===== src/rtl/lbus_irq_pkg.sv =====
// Package: shared register offsets and vector encoding for the local-bus
// interrupt controller. Assumes byte offsets of a 16-bit register window.
package lbus_irq_pkg;

    localparam int OFS_VECTOR = 0;  // read-only vector register
    localparam int OFS_MASK   = 2;  // read/write enable mask
    localparam int VEC_SHIFT  = 2;  // vector is (index + 1) shifted by this

endpackage


===== src/rtl/lbus_irq_src.sv =====
// Module: level tracker. Samples every request line into a source register
// on each clock and registers the combined request from the mask value that
// will be in force after this edge. Assumes the lines are already synchronous.
module lbus_irq_src #(
    parameter int N_SRC = 16
) (
    input  logic             clk,
    input  logic             rst_n,
    input  logic [N_SRC-1:0] lines,
    input  logic [N_SRC-1:0] mask_nxt,
    output logic [N_SRC-1:0] src_q,
    output logic             irq_q
);

    // Follow the line levels and form the registered combined request.
    always_ff @(posedge clk) begin
        if (!rst_n) begin
            src_q <= '0;
            irq_q <= 1'b0;
        end else begin
            src_q <= lines;
            irq_q <= |(lines & mask_nxt);
        end
    end

endmodule


===== src/rtl/lbus_irq_prio.sv =====
// Module: priority encoder. Finds the lowest set bit of the pending vector
// and encodes it as (index + 1) << VEC_SHIFT, or zero if none is set.
// Assumes DATA_W is wide enough to hold the largest vector.
module lbus_irq_prio
    import lbus_irq_pkg::*;
#(
    parameter int N_SRC  = 16,
    parameter int DATA_W = 16
) (
    input  logic [N_SRC-1:0]  pending,
    output logic [DATA_W-1:0] vector
);

    localparam int IDX_W = (N_SRC > 1) ? $clog2(N_SRC) : 1;

    logic [IDX_W-1:0] idx;
    logic             found;

    // Scan from the top so the lowest set bit is the last one kept.
    always_comb begin
        idx   = '0;
        found = 1'b0;
        for (int i = N_SRC - 1; i >= 0; i--) begin
            if (pending[i]) begin
                idx   = IDX_W'(i);
                found = 1'b1;
            end
        end
    end

    // Encode the winning index; zero stands for nothing pending.
    always_comb begin
        if (found) begin
            vector = (DATA_W'(idx) + DATA_W'(1)) << VEC_SHIFT;
        end else begin
            vector = '0;
        end
    end

endmodule


===== src/rtl/lbus_irq_regs.sv =====
// Module: register window. Holds the enable mask, decodes writes to it,
// and returns read data one cycle after a read strobe (zero otherwise).
// Assumes at most one of wr_en and rd_en is used per access.
module lbus_irq_regs
    import lbus_irq_pkg::*;
#(
    parameter int                 N_SRC      = 16,
    parameter int                 DATA_W     = 16,
    parameter int                 ADDR_W     = 4,
    parameter logic [N_SRC-1:0]   MASK_RESET = 16'h0010
) (
    input  logic              clk,
    input  logic              rst_n,
    input  logic              wr_en,
    input  logic              rd_en,
    input  logic [ADDR_W-1:0] addr,
    input  logic [DATA_W-1:0] wdata,
    input  logic [DATA_W-1:0] vector,
    output logic [N_SRC-1:0]  mask_q,
    output logic [N_SRC-1:0]  mask_nxt,
    output logic [DATA_W-1:0] rdata
);

    logic hit_vec;
    logic hit_mask;
    logic [DATA_W-1:0] rd_val;

    assign hit_vec  = (addr == ADDR_W'(OFS_VECTOR));
    assign hit_mask = (addr == ADDR_W'(OFS_MASK));

    // Next mask value: a write to the mask offset replaces it.
    always_comb begin
        mask_nxt = mask_q;
        if (wr_en && hit_mask) begin
            mask_nxt = N_SRC'(wdata);
        end
    end

    // Read multiplexer; unmapped offsets read as zero.
    always_comb begin
        rd_val = '0;
        if (hit_vec) begin
            rd_val = vector;
        end else if (hit_mask) begin
            rd_val = DATA_W'(mask_q);
        end
    end

    // Mask storage and registered read data.
    always_ff @(posedge clk) begin
        if (!rst_n) begin
            mask_q <= MASK_RESET;
            rdata  <= '0;
        end else begin
            mask_q <= mask_nxt;
            rdata  <= rd_en ? rd_val : '0;
        end
    end

endmodule


===== src/rtl/lbus_irq_ctrl.sv =====
// Module: local-bus interrupt controller top. Level-tracks the request
// lines, masks them, drives one combined request and offers a vectored read.
// Assumes synchronous request lines and a synchronous active-low reset.
module lbus_irq_ctrl #(
    parameter int N_SRC  = 16,
    parameter int DATA_W = 16,
    parameter int ADDR_W = 4
) (
    input  logic              clk,
    input  logic              rst_n,
    input  logic [N_SRC-1:0]  irq_lines,
    input  logic              wr_en,
    input  logic              rd_en,
    input  logic [ADDR_W-1:0] addr,
    input  logic [DATA_W-1:0] wdata,
    output logic [DATA_W-1:0] rdata,
    output logic              irq_out
);

    logic [N_SRC-1:0]  src_lvl;
    logic [N_SRC-1:0]  mask_val;
    logic [N_SRC-1:0]  mask_nxt;
    logic [DATA_W-1:0] vec;

    lbus_irq_src #(.N_SRC(N_SRC)) u_src (
        .clk      (clk),
        .rst_n    (rst_n),
        .lines    (irq_lines),
        .mask_nxt (mask_nxt),
        .src_q    (src_lvl),
        .irq_q    (irq_out)
    );

    lbus_irq_prio #(.N_SRC(N_SRC), .DATA_W(DATA_W)) u_prio (
        .pending (src_lvl & mask_val),
        .vector  (vec)
    );

    lbus_irq_regs #(
        .N_SRC      (N_SRC),
        .DATA_W     (DATA_W),
        .ADDR_W     (ADDR_W),
        .MASK_RESET (N_SRC'(16'h0010))
    ) u_regs (
        .clk      (clk),
        .rst_n    (rst_n),
        .wr_en    (wr_en),
        .rd_en    (rd_en),
        .addr     (addr),
        .wdata    (wdata),
        .vector   (vec),
        .mask_q   (mask_val),
        .mask_nxt (mask_nxt),
        .rdata    (rdata)
    );

endmodule


===== config.mk =====
export PLATFORM = sky130hd
export DESIGN_NAME = lbus_irq_ctrl
export DESIGN_NICKNAME = d
export VERILOG_FILES = /design/src/rtl/lbus_irq_pkg.sv /design/src/rtl/lbus_irq_src.sv /design/src/rtl/lbus_irq_prio.sv /design/src/rtl/lbus_irq_regs.sv /design/src/rtl/lbus_irq_ctrl.sv
export SDC_FILE = /design/constraint.sdc
export NUM_CORES = 1
export LEC_CHECK = 0
export CORE_MARGIN = 5
export CORE_UTILIZATION = 47
export DETAILED_ROUTE_END_ITERATION = 8
export GPL_TIMING_DRIVEN = 1
export PLACE_DENSITY = 0.83
export SKIP_LAST_GASP = 1
export SYNTH_ARGS = -nofsm -noshare
export SYNTH_HDL_FRONTEND = slang
export SYNTH_SLANG_ARGS = --single-unit
export TNS_END_PERCENT = 20

===== constraint.sdc =====
create_clock -name clk -period 2.4 [get_ports clk]
set_input_delay 0.24 -clock clk [delete_from_list [all_inputs] [get_ports clk]]
set_output_delay 0.24 -clock clk [all_outputs]
set_load 0.05 [all_outputs]

==> flow_results.xml, run 1 <==
<?xml version="1.0" encoding="UTF-8"?>
<metrics>
  <group name="clocking">
    <metric name="cts.root.buffer_cell" unit="">sky130_fd_sc_hd__clkbuf_8</metric>
    <metric name="clock_insertion_delay_worst_skew" unit="ps">300</metric>
    <metric name="cts_inserted_buffers" unit="">5</metric>
    <metric name="cts.repair_timing.setup_buffer_count" unit="">0</metric>
    <metric name="post_cts_hold_buffer_count" unit="">0</metric>
    <metric name="clock_sink_count" unit="">49</metric>
    <metric name="clock_tree_from_tritoncts" unit="">done</metric>
    <metric name="cts-root-to-sink-buffers" unit="">2</metric>
    <metric name="post_cts_resized" unit="">0</metric>
    <metric name="worst_setup_hold_path_clk_slew" unit="ps">90</metric>
    <metric name="cts.htree.levels" unit="">2</metric>
  </group>
  <group name="sta">
    <metric name="timing.final.max_slew_violations" unit="">0</metric>
    <metric name="period_minus_slack" unit="ps">2190</metric>
    <metric name="fin_skew" unit="ps">7.00</metric>
    <metric name="finalSetupViolCount" unit="">0</metric>
    <metric name="fmax_achieved" unit="MHz">456</metric>
    <metric name="actual_transition_at_the_worst_max_transition_pin" unit="ps">497</metric>
    <metric name="maxSlewHeadroom" unit="">0.668</metric>
    <metric name="rsz_0062_raised_after_global_routing" unit="">no</metric>
    <metric name="final.hold.worst_slack" unit="ps">502</metric>
    <metric name="setup_tns" unit="ps">0</metric>
    <metric name="final-hold-violation-count" unit="">0</metric>
    <metric name="post-route-period-util" unit="">0.913</metric>
  </group>
  <group name="drt">
    <metric name="drtAntennaViolNets" unit="">0</metric>
    <metric name="drtIter0Drc" unit="">118</metric>
    <metric name="detail_route.vias_per_cell" unit="">5.26</metric>
    <metric name="post_drt_wl_per_cell" unit="um">15.2</metric>
    <metric name="route.detailed.drc" unit="">0</metric>
    <metric name="wirelength" unit="um">4640</metric>
    <metric name="first_pass_iters" unit="">4</metric>
    <metric name="num_vias" unit="">1605</metric>
  </group>
  <group name="setup_path">
    <metric name="start_kind" unit="">input port</metric>
    <metric name="cp_data_arrival_time" unit="ps">2380</metric>
    <metric name="critical_path.reg2reg.startpoint" unit="">u_regs.mask_q[11]</metric>
    <metric name="setup.worst_path.start" unit="">addr[0]</metric>
    <metric name="endpoint_class_of_the_critical_path" unit="">flop</metric>
    <metric name="worstPathRequired" unit="ps">2580</metric>
    <metric name="worst-path-max-fanout" unit="">9</metric>
    <metric name="r2r_slack" unit="ps">370</metric>
    <metric name="worst-r2r-cell-count" unit="">8</metric>
    <metric name="setup.worst_path.end" unit="">u_src.irq_q</metric>
    <metric name="rr_endpoint" unit="">u_regs.rdata[4]</metric>
    <metric name="worstSetupPathType" unit="">input port to flop</metric>
  </group>
  <group name="layout">
    <metric name="layout-drive-gt1-share" unit="">0.125</metric>
    <metric name="synthToLayoutAreaGrowth" unit="%">39.3</metric>
    <metric name="num_antenna_cells" unit="">0</metric>
    <metric name="finalCoreUtilization" unit="">0.681</metric>
    <metric name="finish.instance_area" unit="um^2">2760</metric>
    <metric name="final_net_count" unit="">295</metric>
  </group>
  <group name="logic_synthesis">
    <metric name="yosysTopAreaCell" unit="">sky130_fd_sc_hd__dfxtp_1</metric>
    <metric name="synth_cell_type_count" unit="">40</metric>
    <metric name="mappedNetlistNets" unit="">232</metric>
    <metric name="number_of_warnings_issued_by_yosys" unit="">0</metric>
    <metric name="synth_cell_count_leaders" unit="">49 x sky130_fd_sc_hd__dfxtp_1, 23 x sky130_fd_sc_hd__and2_1, 18 x sky130_fd_sc_hd__nand2_1</metric>
    <metric name="async_flop_share" unit="">0</metric>
    <metric name="syn-cell-area" unit="um^2">1980</metric>
    <metric name="synthesis.instances" unit="">191</metric>
    <metric name="post_synth_main_area_contributors" unit="">sky130_fd_sc_hd__dfxtp_1 49%, sky130_fd_sc_hd__and2_1 7.3%, sky130_fd_sc_hd__mux2i_1 4.0%, sky130_fd_sc_hd__nand2_1 3.4%, sky130_fd_sc_hd__mux2_2 3.4%</metric>
    <metric name="synth.most_common_cell" unit="">sky130_fd_sc_hd__dfxtp_1</metric>
    <metric name="dominantRegCellSynth" unit="">sky130_fd_sc_hd__dfxtp_1</metric>
    <metric name="synth_seq_area_share" unit="">0.495</metric>
    <metric name="synth-seq-cells" unit="">49</metric>
    <metric name="synth-edff-count" unit="">0</metric>
    <metric name="avgSynthCellArea" unit="um^2">10.4</metric>
    <metric name="post-synth-top-area-fraction" unit="">0.495</metric>
  </group>
  <group name="floorplan">
    <metric name="die_w" unit="um">74.9</metric>
    <metric name="rows" unit="">23</metric>
    <metric name="die_height" unit="um">74.9</metric>
    <metric name="fp.coreArea" unit="um^2">4060</metric>
    <metric name="total_die_area" unit="um^2">5620</metric>
    <metric name="pin_count" unit="">57</metric>
    <metric name="initial_utilization" unit="">0.488</metric>
  </group>
  <group name="global_route">
    <metric name="antenna_found_initial" unit="">0</metric>
    <metric name="grt.overflow.total" unit="">0</metric>
    <metric name="grt_usage" unit="">0.178</metric>
    <metric name="first_global_vias" unit="">1629</metric>
    <metric name="grt_max_degree" unit="">34</metric>
    <metric name="global_route_wire_length_before_repair" unit="um">7470</metric>
  </group>
  <group name="min_path">
    <metric name="worst_hold_path_type" unit="">flop to flop</metric>
  </group>
  <group name="outcome">
    <metric name="status" unit="">finished, final reports clean</metric>
  </group>
  <group name="power">
    <metric name="leakage" unit="nW">1.15</metric>
    <metric name="powerDensity" unit="nW/um^2">578</metric>
    <metric name="ir_drop" unit="mV">0.358</metric>
    <metric name="p_total" unit="mW">1.60</metric>
  </group>
  <group name="placed_design">
    <metric name="portBuffers" unit="">56</metric>
    <metric name="gpl.final_weighted_congestion" unit="">0.835</metric>
    <metric name="post_dp_cell_area" unit="um^2">2640</metric>
    <metric name="place.detailed.hpwl" unit="um">3570</metric>
  </group>
  <group name="flow_run">
    <metric name="cap_viol_max_count" unit="">0</metric>
  </group>
</metrics>
==> worst max-delay path, stage by stage <==
cell	delay, ps
sky130_fd_sc_hd__clkdlybuf4s50_1	470
sky130_fd_sc_hd__nor4_4	350
sky130_fd_sc_hd__buf_12	180
sky130_fd_sc_hd__mux2_2	340
sky130_fd_sc_hd__a22oi_1	250
sky130_fd_sc_hd__nand4_1	130
sky130_fd_sc_hd__o41a_1	420
==> how the worst min path moves through the flow <==
| stage | from | to | cells past startpoint |
|---|---|---|---|
| 2_1_floorplan | irq_lines[0] | u_src.src_q[0] | 1 |
| 3_3_place_gp | u_regs.mask_q[1] | u_regs.rdata[1] | 1 |
| 3_5_place_dp | u_regs.mask_q[1] | u_regs.rdata[1] | 1 |
| 4_1_cts | u_regs.mask_q[1] | u_regs.rdata[1] | 1 |
| 5_1_grt | u_regs.mask_q[1] | u_regs.rdata[1] | 1 |
| 6_report | u_regs.mask_q[1] | u_regs.rdata[1] | 1 |
==> final cells by class <==
class	instances	area (um^2)
clock buffers	6	82.6
clock inverters	2	37.5
fillers	321	1300
inverters	9	33.8
multi-input cells	127	933
flip-flops and latches	49	981
well taps	50	62.6
repair buffers	62	631
==> metal layers <==
metal | GRT usage | up-vias | routed length (um) | part of all wire
met5 | 0 | - | 0 | 0
met2 | 0.287 | 72 | 2120 | 0.46
met1 | 0.234 | 723 | 2070 | 0.45
li1 | - | 803 | - | -
met3 | 0.0547 | 7 | 396 | 0.085
met4 | 0.0435 | 0 | 52 | 0.011
==> placed cells by master (no fill, tap or decap), drive strengths merged, types with 2 or more instances in the layout <==
master	count
nor4	4
mux2	8
a211o	2
nand2	19
and2	25
clkbuf	6
a32o	3
buf	6
inv	9
nor2b	7
and3	11
a22o	5
o22ai	4
a31oi	3
dfxtp	49
nand2b	2
mux2i	8
clkdlybuf4s50	56
nand4	2
a22oi	10
nand3	2
==> power breakdown <==
part           switching, mW  total, mW  leakage (nW)  internal [mW]
Sequential            0.0130      0.845         0.400          0.832
Combinational         0.0577      0.149         0.688         0.0917
Clock                  0.264      0.603        0.0574          0.339
==> through the flow <==
stage                     setup WS, ps  cells
after floorplan                    463    191
after global placement           -42.3    297
after detailed placement         -83.0    297
after CTS                          195    305
after global routing               130    305
final                              208    305
==> state kept, by name, summed over array words and instances (netlist names) <==
| name | count |
|---|---|
| u_src.irq_q | 1 |
| u_regs.rdata | 16 |
| u_regs.mask_q | 16 |
| u_src.src_q | 16 |
==> kinds of logic (layout without fill, tap and decap cells) <==
group | count (synthesis) | count (layout) | share of synthesized area
AND/OR/NAND/NOR | 75 | 75 | 0.223
multiplexers | 16 | 16 | 0.0896
adder cells (fa/ha/maj) | 1 | 1 | 0.00631
XOR/XNOR | 1 | 1 | 0.00442
buffers and inverters | 15 | 79 | 0.0341
AO/OA/AOI/OAI | 34 | 34 | 0.147
flip-flops | 49 | 49 | 0.495
Power figures use the tool's default switching activity.
==> run 2: changes to the inputs <==
Settings changed: CORE_MARGIN 5 to not set, HOLD_SLACK_MARGIN set to 0.02, SKIP_LAST_GASP 1 to not set.
==> run 2 against run 1 <==
Compared with the run above:
- core utilization is 0.13 points lower
- clock-buffer cell count stayed put
- sequential power about the same
- non-clock buffer count increased by 1
- critical path depth did not move
- clock skew is 3.9 ps higher
- via count up 0.69%
- sequential share of layout area increased by 0.32 points
- combinational power hardly changed
- cell area is 0.91% lower
- flip-flop and latch count unchanged
- register-to-register slack got worse by 50 ps
- highest routed layer unchanged
==> flow_results.xml, run 2 (synthesis results as in run 1) <==
<?xml version="1.0" encoding="UTF-8"?>
<metrics>
  <group name="setup_path">
    <metric name="start_kind" unit="">input port</metric>
    <metric name="critical-path-slowest-cell" unit="">sky130_fd_sc_hd__clkdlybuf4s50_1</metric>
    <metric name="worst_path_dominant_cell_family" unit="">buffers and inverters</metric>
    <metric name="wp_buf_inv" unit="">2</metric>
    <metric name="cp_data_arrival_time" unit="ps">2350</metric>
    <metric name="endpoint_class_of_the_critical_path" unit="">flop</metric>
    <metric name="worst-path-max-fanout" unit="">14</metric>
    <metric name="critPathMaxStageDelay" unit="ps">470</metric>
    <metric name="critical_path.cell_chain" unit="">clkdlybuf4s50_1 -&gt; nor4_4 -&gt; buf_12 -&gt; mux2_2 -&gt; a22oi_1 -&gt; nand4_1 -&gt; o41a_1</metric>
    <metric name="worstPathRequired" unit="ps">2610</metric>
    <metric name="worstSetupPathType" unit="">input port to flop</metric>
  </group>
  <group name="clocking">
    <metric name="cts.repair_timing.setup_buffer_count" unit="">0</metric>
    <metric name="clock_sink_count" unit="">49</metric>
    <metric name="clock_insertion_delay_worst_skew" unit="ps">310</metric>
    <metric name="post_cts_resized" unit="">0</metric>
    <metric name="post_cts_hold_buffer_count" unit="">0</metric>
    <metric name="worst_setup_hold_path_clk_slew" unit="ps">100</metric>
    <metric name="clock_tree_from_tritoncts" unit="">done</metric>
    <metric name="cts.root.buffer_cell" unit="">sky130_fd_sc_hd__clkbuf_8</metric>
    <metric name="cts_inserted_buffers" unit="">5</metric>
    <metric name="cts-root-to-sink-buffers" unit="">2</metric>
    <metric name="cts.htree.levels" unit="">2</metric>
  </group>
  <group name="drt">
    <metric name="route.detailed.drc" unit="">0</metric>
    <metric name="num_vias" unit="">1616</metric>
    <metric name="drtIter0Drc" unit="">64</metric>
    <metric name="wirelength" unit="um">4380</metric>
    <metric name="post_drt_wl_per_cell" unit="um">14.3</metric>
    <metric name="first_pass_iters" unit="">6</metric>
    <metric name="detail_route.vias_per_cell" unit="">5.28</metric>
    <metric name="drtAntennaViolNets" unit="">0</metric>
  </group>
  <group name="layout">
    <metric name="num_antenna_cells" unit="">0</metric>
    <metric name="synthToLayoutAreaGrowth" unit="%">38.1</metric>
    <metric name="final_cell_mix" unit="">56 x sky130_fd_sc_hd__clkdlybuf4s50_1, 49 x sky130_fd_sc_hd__dfxtp_1, 23 x sky130_fd_sc_hd__and2_1, 18 x sky130_fd_sc_hd__nand2_1, 10 x sky130_fd_sc_hd__and3_1</metric>
    <metric name="final_net_count" unit="">296</metric>
    <metric name="finish.instance_area" unit="um^2">2740</metric>
    <metric name="mostFrequentLayoutCell" unit="">sky130_fd_sc_hd__clkdlybuf4s50_1</metric>
    <metric name="layout-drive-gt1-share" unit="">0.129</metric>
    <metric name="biggest_regs" unit="">u_regs.mask_q: 16 flops, u_regs.rdata: 16 flops, u_src.src_q: 16 flops</metric>
  </group>
  <group name="sta">
    <metric name="post-route-period-util" unit="">0.893</metric>
    <metric name="rsz_0062_raised_after_global_routing" unit="">no</metric>
    <metric name="actual_transition_at_the_worst_max_transition_pin" unit="ps">495</metric>
    <metric name="maxSlewHeadroom" unit="">0.669</metric>
    <metric name="fmax_achieved" unit="MHz">466</metric>
    <metric name="final-hold-violation-count" unit="">0</metric>
    <metric name="finalSetupViolCount" unit="">0</metric>
    <metric name="period_minus_slack" unit="ps">2140</metric>
    <metric name="fin_skew" unit="ps">10.9</metric>
    <metric name="timing.final.ws_setup" unit="ps">256</metric>
    <metric name="timing.final.max_slew_violations" unit="">0</metric>
    <metric name="final.hold.worst_slack" unit="ps">498</metric>
  </group>
  <group name="placed_design">
    <metric name="gpl.final_weighted_congestion" unit="">0.906</metric>
    <metric name="portBuffers" unit="">56</metric>
    <metric name="place.detailed.hpwl" unit="um">3350</metric>
    <metric name="preCtsSetupSlack" unit="ps">-87.5</metric>
    <metric name="post_dp_cell_area" unit="um^2">2640</metric>
  </group>
  <group name="power">
    <metric name="seq_power_share" unit="">0.558</metric>
    <metric name="leakage" unit="nW">1.14</metric>
    <metric name="combPwrFrac" unit="">0.097</metric>
    <metric name="ir_drop" unit="mV">0.261</metric>
    <metric name="sw_frac_of_total" unit="">0.233</metric>
    <metric name="power.net_switching" unit="uW">353</metric>
    <metric name="clock_network_fraction_of_design_power" unit="">0.345</metric>
    <metric name="powerDensity" unit="nW/um^2">554</metric>
    <metric name="internal-power" unit="mW">1.16</metric>
  </group>
  <group name="flow_run">
    <metric name="cap_viol_max_count" unit="">0</metric>
  </group>
  <group name="floorplan">
    <metric name="die_height" unit="um">66.9</metric>
    <metric name="pin_count" unit="">57</metric>
    <metric name="total_die_area" unit="um^2">4480</metric>
    <metric name="die_w" unit="um">66.9</metric>
    <metric name="initial_utilization" unit="">0.492</metric>
    <metric name="rows" unit="">23</metric>
    <metric name="fp.coreArea" unit="um^2">4030</metric>
  </group>
  <group name="global_route">
    <metric name="grt_usage" unit="">0.214</metric>
    <metric name="antenna_found_initial" unit="">0</metric>
    <metric name="first_global_vias" unit="">1548</metric>
    <metric name="global_route_wire_length_before_repair" unit="um">6940</metric>
    <metric name="grt.overflow.total" unit="">0</metric>
    <metric name="grt_max_degree" unit="">34</metric>
  </group>
  <group name="outcome">
    <metric name="status" unit="">finished, final reports clean</metric>
  </group>
  <group name="min_path">
    <metric name="worst_hold_path_type" unit="">flop to flop</metric>
  </group>
</metrics>
## run 2: worst paths after layout
| check | start | endpoint | slack (ps) | depth (start not counted) |
|---|---|---|---|---|
| min reg2reg | u_regs.mask_q[1] | u_regs.rdata[1] | 500 | 1 |
| max | addr[0] | u_src.irq_q | 260 | 7 |
| max reg2reg | u_regs.mask_q[11] | u_regs.rdata[4] | 320 | 8 |
| min | u_regs.mask_q[1] | u_regs.rdata[1] | 500 | 1 |
## run 2: per-stage QoR
step                utilization  TNS (ps)  cells  total power, mW
finish                    0.679         0    306             1.52
global placement          0.654     -54.4    298             1.01
floorplan                     -         0    191            0.918
CTS                       0.679         0    306             1.53
detailed placement        0.654     -87.5    298             1.01
global route              0.679         0    306             1.57
## run 2: layer usage
layer | vias up | global-route usage | share of wire | wire length, um
li1 | 805 | - | - | -
met1 | 747 | 0.259 | 0.45 | 1960
met2 | 59 | 0.352 | 0.47 | 2070
met3 | 5 | 0.0616 | 0.072 | 313
met4 | 0 | 0.0878 | 0.0091 | 40
met5 | - | 0 | 0 | 0
## run 2: area by class of cell
| class | instances | area (um^2) |
|---|---|---|
| sequential | 49 | 981 |
| tap | 50 | 62.6 |
| fill | 332 | 1290 |
| clock inverter | 2 | 17.5 |
| timing repair buffer | 63 | 626 |
| inverter | 9 | 33.8 |
| multi-input combinational | 127 | 933 |
| clock buffer | 6 | 82.6 |
## run 2: power groups by stage
stage / sequential [mW] / combinational [mW] / clock, mW
finish: 0.845 / 0.148 / 0.522
detailed placement: 0.864 / 0.148 / 0
global route: 0.847 / 0.159 / 0.559
global placement: 0.864 / 0.146 / 0
floorplan: 0.867 / 0.0512 / 0
CTS: 0.845 / 0.149 / 0.534
==> run 3: changes to the inputs <==
Settings changed: TNS_END_PERCENT 20 to not set.
==> results of run 3 <==
No change in the layout: final DEF, timing and power equal those of run 2.
